<file path="config.mk">
export PLATFORM = sky130hd
export DESIGN_NAME = eff_addr_unit
export DESIGN_NICKNAME = d
export VERILOG_FILES = /design/src/rtl/eff_addr_unit.sv
export SDC_FILE = /design/constraint.sdc
export NUM_CORES = 1
export LEC_CHECK = 0
export ABC_AREA = 1
export BUFFER_PORTS_ARGS = -buffer_cell sky130_fd_sc_hd__buf_2
export CAP_MARGIN = 40
export CORE_ASPECT_RATIO = 2
export CORE_MARGIN = 1.5
export CORE_UTILIZATION = 53
export DETAILED_ROUTE_END_ITERATION = 10
export GPL_TIMING_DRIVEN = 0
export MAX_ROUTING_LAYER = met4
export PLACE_DENSITY = 0.92
export SLEW_MARGIN = 20
export SYNTH_ARGS = -nofsm -noshare
export SYNTH_HDL_FRONTEND = slang
export SYNTH_SLANG_ARGS = --single-unit
</file>
<file path="constraint.sdc">
create_clock -name clk -period 0.8 [get_ports clk]
set_input_delay 0.04 -clock clk [delete_from_list [all_inputs] [get_ports clk]]
set_output_delay 0.04 -clock clk [all_outputs]
set_load 0.05 [all_outputs]
</file>
<file path="src/rtl/eff_addr_unit.sv">
module eff_addr_unit #(
  parameter int XLEN    = 32,
  parameter int IMM_W   = 16,
  parameter int RW      = 5,
  parameter bit OUT_REG = 1'b1
) (
  input  logic             clk,
  input  logic             rst_n,
  input  logic             in_valid,
  input  logic [4:0]       op,
  input  logic [RW-1:0]    base_idx,
  input  logic [XLEN-1:0]  base_val,
  input  logic [XLEN-1:0]  index_val,
  input  logic [IMM_W-1:0] imm,
  output logic             out_valid,
  output logic [XLEN-1:0]  addr,
  output logic             mem_op,
  output logic             store_op,
  output logic             size_byte,
  output logic             load_zext,
  output logic             upd_en,
  output logic [RW-1:0]    upd_idx,
  output logic             upd_bad
);

  localparam int PW = 1 + XLEN + 6 + RW;

  logic            base_zero, kind_hi, c_mem, c_st, c_byte, c_zext;
  logic            upd_req, c_upd, c_bad;
  logic [RW-1:0]   c_uidx;
  logic [XLEN-1:0] base_op, disp_lo, disp_hi, second, c_addr;
  logic [PW-1:0]   c_bus, r_bus;

  assign base_zero = (base_idx == '0);
  assign base_op   = base_zero ? '0 : base_val;
  assign kind_hi   = (op[1:0] == 2'b01);

  assign disp_lo = {{(XLEN-IMM_W){imm[IMM_W-1]}}, imm};
  assign disp_hi = {{(XLEN-IMM_W){1'b0}}, imm} << IMM_W;

  always_comb begin
    if (op[2])        second = index_val;
    else if (kind_hi) second = disp_hi;
    else              second = disp_lo;
  end

  assign c_addr = base_op + second;

  assign c_mem   = in_valid & op[1];
  assign c_st    = c_mem & op[0];
  assign c_byte  = c_mem & op[4];
  assign c_zext  = c_byte & ~op[0];
  assign upd_req = c_mem & op[3];
  assign c_upd   = upd_req & ~base_zero;
  assign c_bad   = upd_req & base_zero;
  assign c_uidx  = c_upd ? base_idx : '0;

  assign c_bus = {in_valid, c_addr, c_mem, c_st, c_byte, c_zext, c_upd, c_bad, c_uidx};

  generate
    if (OUT_REG) begin : g_reg
      always_ff @(posedge clk or negedge rst_n) begin
        if (!rst_n) r_bus <= '0;
        else        r_bus <= c_bus;
      end
    end else begin : g_comb
      assign r_bus = c_bus;
    end
  endgenerate

  assign {out_valid, addr, mem_op, store_op, size_byte, load_zext, upd_en, upd_bad, upd_idx} = r_bus;

endmodule


</file>
==> qor.yml, run 1 <==
synth-edff-count: 0
htree_levels: 2
dieHeight_um: 131
io_pins: 137
error: "[ERROR GRT-0116] Global routing finished with congestion. Check the congestion regions in the DRC Viewer."
clockBufferDepth: 2
fp-row-count: 46
io_buffer_count: 136
synth.distinct_cells: 27
netlist_top_cells_count: "nand2_1, inv_1, nor2_1"
synth.ff_latch_count: 44
seq_area_frac_synth: 0.254
grt_overflow: 2
yosysTopAreaCell: "nand2_1"
cts.sinks: 44
synth_ff_type: "dfrtp_1"
cts-root-buf: "clkbuf_16"
syn_avg_cell_area_um2: 5.83
dpl_cell_area_um2: 5370
cts_buffers: 5
synth_top_area_share: 0.269
die_width_um: 67.0
dpl.cell_count: 977
ys_async_sr_fraction: 1.00
grt_pass1_vias: 7180
start_util: 0.546
yosysMostFrequentCell: "nand2_1"
gp_congestion: 1.04
syn_nets: 869
yosysWarningCount: 0
grtUsageTotal: 0.617
synth.area.top_cells: "nand2_1, dfrtp_1, inv_1"
syn_area_um2: 4340
stop_stage: "global routing"
hpwl_mm: 11.2
grt_pass1_wl_mm: 38.9
postSynthCellCount: 744
outcome: "did not finish"
grt_max_degree: 29
-- per-stage QoR --
step	hold WS (ns)	worst slack, ns
floorplan	-0.256	-1.14
global placement	0.163	-1.89
detailed placement	0.00404	-1.90
CTS	0.00330	-1.04
-- what timing repair did --
item                                   CTS
setup buffers                           41
gates resized for setup                304
gates cloned                             4
pin swaps                               76
endpoints found under the hold margin   25
hold buffers                            10
setup endpoints to repair               83
-- layer usage --
metal | GRT overflow | GRT usage
met5 | - | -
met2 | 1 | 0.855
met1 | 0 | 0.550
met3 | 0 | 0.339
met4 | 1 | 0.669
-- cells by family after synthesis --
| group | after synthesis | share of synthesized area |
|---|---|---|
| fa+ha+maj | 32 | 0.0941 |
| compound gates | 57 | 0.0721 |
| buf+inv | 183 | 0.162 |
| xor+xnor | 16 | 0.0323 |
| flops | 44 | 0.254 |
| simple gates | 412 | 0.385 |
==> inputs of run 2 (changes only) <==
CORE_ASPECT_RATIO = not set   (was 2)
CORE_UTILIZATION = 40   (was 53)
MAX_ROUTING_LAYER = not set   (was met4)
PLACE_DENSITY = not set   (was 0.92)
PLACE_DENSITY_LB_ADDON = 0.15   (was not set)
==> run 2 against run 1 <==
The flow now finishes, with violations (setup timing). Synthesized area unchanged. Synthesized cell count unchanged.
==> qor.yml, run 2 <==
switching_share: 0.457
layout_common_cells: "nand2_1, inv_1, buf_2"
cts_buffers: 5  # unchanged
fp-row-count: 37  # -20%
pre_cts_ws_ns: -1.75  # +0.146 ns
crit_fanout: 6
grtUsageMet3: 0.0371
die_width_um: 107  # +60%
min_from: "op[1]"
cp-start-kind: "input pin"
drive_gt1_frac: 0.505
io_pins: 137  # unchanged
hp-class: "in -> reg"
power_density_nw_per_um2: 1690
gp_congestion: 0.905  # -13%
report.final.slew_viol_count: 0
syn_nets: 869  # unchanged
finalWorstSetupSlack_ns: -1.09
yosysWarningCount: 0  # unchanged
syn_avg_cell_area_um2: 5.83  # unchanged
top_usage_layer: "met2"
final_common_cell: "nand2_1"
dieArea_um2: 11500
cts-root-buf: "clkbuf_8"
syn_to_final_growth_pct: 80.2
worst_slew_pin_slew_ns: 0.419
netlist_top_cells_count: "nand2_1, inv_1, nor2_1"
initialDrtViolationCount: 333
p_seq_frac: 0.218
drt_first_pass_iters: 5
rsz0062_at_grt: "true"
hold_depth: 3
power.ir.vdd_worst_v: 0.00100
finalCriticalPeriod_ns: 1.89
combPwrFrac: 0.627
dpl.cell_count: 1017  # +4.1%
slew_headroom: 0.720
period_share: 2.36
power_w: 0.0132
whs_endpoint: "r_bus[9]$_DFF_PN0_"
drcViolationCount: 0
postSynthCellCount: 744  # unchanged
grt_pass1_wl_mm: 25.7
grt_pass1_vias: 5341
yosysMostFrequentCell: "nand2_1"
fillers: 753
yosysTopAreaCell: "nand2_1"
largest_register_ffs: 44
synth.distinct_cells: 27  # unchanged
antenna_found_initial: 0
clkTransAtPathRegs_ns: 0.08
p_leak_nw: 4.38
use_met1: 0.361
synth_top_family_by_area: "simple AND/OR/NAND/NOR gates"
power_frac_clock: 0.155
synth.area.top_cells: "nand2_1, dfrtp_1, inv_1"
start_util: 0.416  # -0.130
wirelength_mm: 17.1
ys_async_sr_fraction: 1.00  # unchanged
cts.sinks: 44  # unchanged
synthXorXnorAreaFrac: 0.0323  # unchanged
final-hold-violation-count: 0
fmax_ghz: 0.529
synth-edff-count: 0  # unchanged
antenna_cells: 0
critPathSlowestCell: "ha_4"
drtAntennaViolNets: 0
htree_levels: 2  # unchanged
io_buffer_count: 136  # unchanged
hpwl_mm: 11.3  # +0.91%
synth.ff_latch_count: 44  # unchanged
cp_slowest_stage_delay_ns: 0.24
top_register: "r_bus"
seq_area_frac_synth: 0.254  # unchanged
syn_area_um2: 4340  # unchanged
yosys.area_share.simple: 0.385  # unchanged
grtUsageTotal: 0.290
final_nets: 1086
internal-power_w: 0.00718
grt_overflow: 0
met2_usage: 0.520
path_cells: "buf_8 > nor2_4 > nand4_1 > buf_6 > clkbuf_16 > buf_6 > nand2_2 > inv_2 > ha_4 > nand2_2 > inv_1 > a21oi_2 > nand2_4 > nand2_4 > nand2_4 > nand2_2 > nand2_1 > nand2_1 > nand2_1"
synth_top_area_share: 0.269  # unchanged
reg_top3: "r_bus x44"
outcome: "finished, violations left"
crit_required_ns: 1.00
cts_tree: "built"
grt_max_degree: 35
vias: 5498
crit_start: "base_idx[3]"
core_um2: 10400
final_cells: 1097
drv_cap: 0
path_class: "in -> reg"
synth_mux_area_frac: 0  # unchanged
synth_compound_area_frac: 0.0721  # unchanged
p_switching_w: 0.00604
violations: "setup timing"
synth_ff_type: "dfrtp_1"
synth_fa_ha_area_frac: 0.0941  # unchanged
wire_per_inst_um: 15.6
cp-end-kind: "flip-flop"
finalSetupViolCount: 75
arrival_ns: 2.09
dieHeight_um: 107  # -18%
via_per_inst: 5.01
clockBufferDepth: 2  # unchanged
==> run 2: repair_timing <==
item | in CTS | in global routing
resized for setup | 381 | 81
pin swaps | 88 | 50
cloned | 4 | 0
hold endpoints to repair | 53 | 0
setup buffers | 50 | 12
hold buffers | 10 | 0
setup endpoints to repair | 78 | 75
==> run 2: area by class of cell <==
| class | instances | area [um^2] | area share |
|---|---|---|---|
| multi-input cells | 517 | 3870 | 0.495 |
| repair buffers | 211 | 1720 | 0.220 |
| flip-flops and latches | 44 | 1100 | 0.141 |
| inverters | 171 | 657 | 0.0840 |
| well taps | 136 | 170 | 0.0218 |
| plain buffers | 11 | 169 | 0.0216 |
| clock buffers | 5 | 68.8 | 0.00880 |
| clock inverters | 2 | 60.1 | 0.00768 |
==> run 2: kinds of logic (layout without fill, tap and decap cells) <==
group                    count (synthesis)  after routing
AND/OR/NAND/NOR                        412            412
buffers and inverters                  183            400
AO/OA/AOI/OAI                           57             57
flip-flops                              44             44
adder cells (fa/ha/maj)                 32             32
XOR/XNOR                                16             16
==> run 2: stage by stage <==
step	setup TNS [ns]	hold WS (ns)	cell area [um^2]	utilization
4_1_cts	-28.50	0.0276	7450	0.716
5_1_grt	-34.95	0.0230	7820	0.750
6_report	-31.43	0.0232	7820	0.750
2_1_floorplan	-29.12	-0.256	4550	-
3_5_place_dp	-51.00	-0.0438	5420	0.521
3_3_place_gp	-53.07	0.165	5400	0.519
==> run 2: how the worst max path moves through the flow <==
| stage | end | slack [ns] | depth (start not counted) |
|---|---|---|---|
| 6_report | r_bus[31]$_DFF_PN0_ | -1.09 | 19 |
| 4_1_cts | r_bus[35]$_DFF_PN0_ | -0.94 | 17 |
| 3_3_place_gp | r_bus[38]$_DFF_PN0_ | -1.72 | 17 |
| 2_1_floorplan | r_bus[39]$_DFF_PN0_ | -1.14 | 17 |
| 5_1_grt | r_bus[31]$_DFF_PN0_ | -1.15 | 19 |
| 3_5_place_dp | r_bus[39]$_DFF_PN0_ | -1.75 | 18 |
==> run 2: critical path, delay by kind of cell <==
| family | cells | cell delay (ns) |
|---|---|---|
| adders and majority gates | 1 | 0.24 |
| and+or+nand+nor | 11 | 0.92 |
| buffers and inverters | 6 | 0.67 |
| AOI/OAI and AO/OA | 1 | 0.20 |
==> run 2: metal layers <==
layer / wire length [um] / vias to the layer above
li1: - / 2637
met5: 0 / -
met1: 7060 / 2548
met4: 533 / 0
met3: 1110 / 51
met2: 8440 / 262
==> run 2: power groups by stage <==
stage	logic, W	registers, W	clock network, W
global route	0.00875	0.00292	0.00217
global placement	0.00539	0.00280	0
detailed placement	0.00545	0.00281	0
finish	0.00828	0.00289	0.00205
CTS	0.00759	0.00288	0.00206
floorplan	0.00236	0.00445	0
(Power assumes the default switching activity.)
